## src/rtl/prio_enc_pkg.sv

```systemverilog
// Package: shared defaults for the cascadable priority encoder.
// Assumes slices hold a power-of-two number of lines and at least two
// slices are chained.
package prio_enc_pkg;
    localparam int unsigned DEF_SLICE_LINES = 8;
    localparam int unsigned DEF_SLICES      = 2;

    // Combined outputs of one encoder stage, all active low.
    typedef struct packed {
        logic grp_sel_n;
        logic chain_n;
    } stage_flags_t;
endpackage

```

## src/rtl/prio_highest_find.sv

```systemverilog
// Module: prio_highest_find
// Finds the highest-numbered set bit of an active-high vector. Purely
// combinational. Assumes IDX_W is wide enough to hold LINES-1.
module prio_highest_find #(
    parameter int unsigned LINES = 8,
    parameter int unsigned IDX_W = $clog2(LINES)
) (
    input  logic [LINES-1:0] act,
    output logic             hit,
    output logic [IDX_W-1:0] idx
);
    // Scan upward so that a later (higher) set bit overrides earlier ones.
    always_comb begin
        hit = 1'b0;
        idx = '0;
        for (int i = 0; i < int'(LINES); i++) begin
            if (act[i]) begin
                hit = 1'b1;
                idx = IDX_W'(i);
            end
        end
    end
endmodule

```

## src/rtl/prio_enc_slice.sv

```systemverilog
// Module: prio_enc_slice
// One active-low priority encoder slice with an enable input, a chain output
// for the next less significant slice and a group-select output.
// Assumes LINES is a power of two.
module prio_enc_slice #(
    parameter int unsigned LINES  = 8,
    localparam int unsigned CODE_W = $clog2(LINES)
) (
    input  logic              en_n,
    input  logic [LINES-1:0]  req_n,
    output logic [CODE_W-1:0] code_n,
    output logic              gs_n,
    output logic              chain_n
);
    logic              found;
    logic [CODE_W-1:0] top_idx;
    logic [LINES-1:0]  act;

    // Convert the active-low requests to active-high for the search.
    assign act = ~req_n;

    prio_highest_find #(
        .LINES (LINES),
        .IDX_W (CODE_W)
    ) i_find (
        .act (act),
        .hit (found),
        .idx (top_idx)
    );

    // Drive the code and handshake outputs from the enable and search result.
    always_comb begin
        if (en_n) begin
            code_n  = '1;
            gs_n    = 1'b1;
            chain_n = 1'b1;
        end else if (found) begin
            code_n  = ~top_idx;
            gs_n    = 1'b0;
            chain_n = 1'b1;
        end else begin
            code_n  = '1;
            gs_n    = 1'b1;
            chain_n = 1'b0;
        end
    end
endmodule

```

## src/rtl/prio_enc_cascade.sv

```systemverilog
// Module: prio_enc_cascade
// Chains SLICES encoder slices. The most significant slice takes the external
// enable, and each slice's chain output enables the slice below it. The high
// code bits come from the group-selects of the slices, and the low code bits
// are the AND of all slice codes. Assumes SLICES >= 2 and a power of two.
module prio_enc_cascade
    import prio_enc_pkg::*;
#(
    parameter int unsigned SLICE_LINES = DEF_SLICE_LINES,
    parameter int unsigned SLICES      = DEF_SLICES,
    localparam int unsigned TOTAL   = SLICE_LINES * SLICES,
    localparam int unsigned SLICE_W = $clog2(SLICE_LINES),
    localparam int unsigned SEL_W   = $clog2(SLICES),
    localparam int unsigned CODE_W  = SLICE_W + SEL_W
) (
    input  logic              grp_en_n,
    input  logic [TOTAL-1:0]  req_n,
    output logic [CODE_W-1:0] code_n,
    output logic              grp_sel_n,
    output logic              chain_out_n
);
    logic [SLICES-1:0]  en_n;
    logic [SLICES-1:0]  gs_n;
    logic [SLICES-1:0]  eo_n;
    logic [SLICE_W-1:0] sc_n [SLICES];
    logic [SLICE_W-1:0] low_n;
    logic [SEL_W-1:0]   high_n;
    stage_flags_t       flags;

    // The top slice takes the external enable; each lower slice takes the chain above.
    assign en_n[SLICES-1] = grp_en_n;

    for (genvar s = 0; s < int'(SLICES); s++) begin : g_slice
        if (s < int'(SLICES) - 1) begin : g_link
            assign en_n[s] = eo_n[s+1];
        end
        prio_enc_slice #(
            .LINES (SLICE_LINES)
        ) i_slice (
            .en_n    (en_n[s]),
            .req_n   (req_n[s*SLICE_LINES +: SLICE_LINES]),
            .code_n  (sc_n[s]),
            .gs_n    (gs_n[s]),
            .chain_n (eo_n[s])
        );
    end

    // Merge the low code bits: inactive slices present all ones.
    always_comb begin
        low_n = '1;
        for (int s = 0; s < int'(SLICES); s++) begin
            low_n = low_n & sc_n[s];
        end
    end

    // Build the high code bits from the group-select of the one active slice.
    always_comb begin
        high_n = '1;
        for (int k = 0; k < int'(SEL_W); k++) begin
            for (int s = 0; s < int'(SLICES); s++) begin
                if (((s >> k) & 1) == 1) begin
                    high_n[k] = high_n[k] & gs_n[s];
                end
            end
        end
    end

    // Combine the handshake outputs of the whole chain.
    always_comb begin
        flags.grp_sel_n = &gs_n;
        flags.chain_n   = eo_n[0];
    end

    assign code_n      = {high_n, low_n};
    assign grp_sel_n   = flags.grp_sel_n;
    assign chain_out_n = flags.chain_n;
endmodule

```

## config.mk

```make
export PLATFORM = sky130hd
export DESIGN_NAME = prio_enc_cascade
export DESIGN_NICKNAME = d
export VERILOG_FILES = /design/src/rtl/prio_enc_pkg.sv /design/src/rtl/prio_highest_find.sv /design/src/rtl/prio_enc_slice.sv /design/src/rtl/prio_enc_cascade.sv
export SDC_FILE = /design/constraint.sdc
export NUM_CORES = 1
export LEC_CHECK = 0
export BUFFER_PORTS_ARGS = -buffer_cell sky130_fd_sc_hd__buf_2
export CAP_MARGIN = 20
export CORE_AREA = 2 2 39 41
export DETAILED_ROUTE_END_ITERATION = 10
export DIE_AREA = 0 0 41 43
export GPL_ROUTABILITY_DRIVEN = 0
export PLACE_DENSITY_LB_ADDON = 0.25
export SETUP_SLACK_MARGIN = 0.4
export SLEW_MARGIN = 25
export SYNTH_ARGS = -nofsm -noshare
export SYNTH_HDL_FRONTEND = slang
export SYNTH_HIERARCHICAL = 1
export SYNTH_SLANG_ARGS = --single-unit
export TNS_END_PERCENT = 50
```

## constraint.sdc

```tcl
create_clock -name vclk -period 1.9
set_input_delay 0 -clock vclk [all_inputs]
set_output_delay 0 -clock vclk [all_outputs]
set_load 0.1 [all_outputs]
```

---- Word level (Yosys, flattened, before mapping) ----
Cells that the tools add are included.
storage, ports and cells
  output and inout port bits .............. 6
  word-level logic and storage cells ...... 48
  register bits after elaboration ......... 0
cells by class
  bitwise logic cells ..................... 5
  reduce and logical (&&, ||, !) cells .... 1
  muxes and demuxes ....................... 42
operators with widths
  operator             count
  two-way mux 3 bit    16
  two-way mux 1 bit    26
  inverter 8 bit       2
  inverter 3 bit       2
  bitwise AND 3 bit    1
  AND reduction 2 bit  1

---- Depth between registers and ports, before layout ----
  depth in word-level cells ............... 13
  depth in mapped cells ................... 6
  gate-level depth less buffers ........... 6

---- By module ----
Netlist, hierarchy kept.
by module, submodules not included
  module             area each (sq um)  times used  cells each
  prio_enc_slice     65.1               2           13
  prio_highest_find  57.6               2           12
  prio_enc_cascade   32.5               1           5

---- Worst setup path before layout ----
No wires, ideal clock.
  path type ............................... input to output
  from .................................... input port req_n[14]
  to ...................................... output port code_n[0]
  arrival ................................. 1.270 ns
  path slack .............................. 0.630 ns
  required time ........................... 1.900 ns
  cell stages on the path ................. 6
  cells stage by stage .................... inv_1 -> nor2_1 -> nand4_1 -> or2_1 -> nand3b_1 -> and2_1
RTL lines
  item             RTL line                text
  start, declared  prio_enc_cascade.sv:17  input logic [TOTAL-1:0] req_n,
  end, declared    prio_enc_cascade.sv:18  output logic [CODE_W-1:0] code_n,

==> flow_metrics.py <==
metrics = {
    "finish": {
        "seqCellArea_um2": 0,
        "fin_nets": 96,
        "nClkBuffers": 0,
        "layout-area-overhead-vs-synth_pct": 47.7,
        "layout.cells.non_filler": 93,
        "antenna_cells": 0,
        "fill_cells": 170,
        "fin_area_um2": 410,
        "drive_above_1_share_pct": 29.9,
        "design.seq.count": 0,
    },
    "global_routing": {
        "grt_use_total_pct": 8.19,
        "overflow": 0,
        "grt_pass1_wl_mm": 1.10,
        "grt_max_degree": 6,
        "antenna_found_initial": 0,
        "grt_pass1_vias": 302,
    },
    "floorplan": {
        "core_um2": 1380,
        "die_w_um": 41,
        "dieArea_um2": 1760,
        "rows": 14,
        "start_util_pct": 20.1,
        "fp.dieH_um": 43,
        "boundaryPins": 23,
    },
    "placement": {
        "dp_hpwl_um": 605,
        "place_area_um2": 405,
        "io_buffers": 23,
        "dpl_worst_slack_ns": 0.481,
        "placedCellCount": 93,
    },
    "timing": {
        "period_minus_slack_ns": 1.43,
        "hold_slack_ns": 0.550,
        "final_max_slew_viol_count": 0,
        "rsz0062_at_grt": "yes",
        "fin_crit_sh_pct": 75.2,
        "finalHoldViolCount": 0,
        "setup_viol": 0,
        "setup_ws_ns": 0.472,
        "fin_setup_tns_ns": 0,
        "max_freq_mhz": 700,
        "tightestPinTransition_ns": 0.491,
        "slew_headroom_pct": 67.5,
    },
    "drt": {
        "routed_wl_um": 680,
        "drt_iter0_markers": 2,
        "first_pass_iters": 3,
        "wl_per_cell_um": 7.31,
        "via_per_inst": 3.98,
        "drc": 0,
        "drtAntennaViolNets": 0,
        "via_count": 370,
    },
    "setup_path": {
        "worst_setup_path_start_kind": "input port",
        "crit_arrival_ns": 1.43,
        "required_ns": 1.90,
        "crit_path_max_incr_delay_ns": 0.31,
        "cp_common_cell": "buf_2",
        "worstPathCellList": "buf_2, inv_1, nor2_1, nand4_1, or2_1, nand3b_1, and2_1, buf_2",
        "critPathKind": "in -> out",
        "crit_path_top_delay_cell": "or2_1",
        "end_kind": "output port",
        "crit_fanout": 5,
    },
    "worst_hold_path": {
        "hold_path.class": "in -> out",
        "whs_path_depth": 3,
    },
    "synth": {
        "ys_types": 12,
        "synth-seq-area-share_pct": 0,
        "syn_area_um2": 278,
        "avgSynthCellArea_um2": 5.05,
        "yosysWarnings": 6,
        "synthCells": 55,
        "synth_nets": 72,
    },
    "job": {
        "cap_violations": 0,
    },
    "power_and_ir_drop": {
        "p_leak_uw": 0.000246,
        "vdd_drop_max_mv": 0.130,
        "power.density_nw_per_um2": 270,
    },
    "clock_tree": {
        "cts_setup_buffers": 0,
    },
    "status": {
        "status": "complete, no violations",
    },
}
cell families after synthesis:
group	synth area share (%)
buffers and inverters	29.7
and+or+nand+nor	52.2
AOI/OAI and AO/OA	18.0
synth_stat cells (all sizes together):
library cell	number	share of area [%]
nand4	2	4.5
inv	18	24
a21oi	4	7.2
buf	1	2.7
nand3b	6	16
nand2b	2	4.5
nand2	2	2.7
nor2	8	11
or2	2	4.5
and2	4	9.0
clkinv	2	2.7
o31ai	4	11
repair_timing:
action	CTS	global route
gates resized for setup	0	3
hold buffers	0	0
endpoints found under the setup margin	0	3
power by group:
group	internal, uW	switching [uW]
Combinational	32.2	78.7
Sequential	0	0
Clock	0	0
final cells by class:
cell class,instances,area [um^2],share of cell area (%)
multi-input cells,34,195,47.6
repair buffers,23,120,29.3
inverters,20,75.1,18.3
well taps,16,20.0,4.88
per-layer routing:
layer,routed length [um],global-route usage (%),up-vias
met4,0,0,0
met3,31,0,0
met5,0,0,-
li1,-,-,210
met1,340,10.8,146
met2,308,15.0,14
placed cells by master (no fill, tap or decap):
cell / instances
nand4_1: 2
buf_4: 1
nand3b_1: 6
buf_2: 21
clkinv_1: 2
o31ai_1: 4
a21oi_1: 4
and2_1: 4
nand2_1: 2
inv_1: 18
nor2_1: 8
clkbuf_4: 1
or2_1: 2
nand2b_1: 2
worst paths after layout:
path | slack (ns) | end | from
setup / recovery | 0.47 | code_n[0] | req_n[14]
hold / removal | 0.55 | code_n[3] | grp_en_n
critical path: cells and delay by family:
family	cells	cell delay, ns
AND/OR/NAND/NOR	5	1.01
buffers and inverters	3	0.40
stage by stage:
| step | power, uW | utilization [%] |
|---|---|---|
| after floorplan | 83.1 | - |
| after global placement | 109 | 29.3 |
| after detailed placement | 110 | 29.3 |
| after CTS | 110 | 29.3 |
| after global routing | 121 | 29.7 |
| final | 111 | 29.7 |
(Power assumes the default switching activity.)
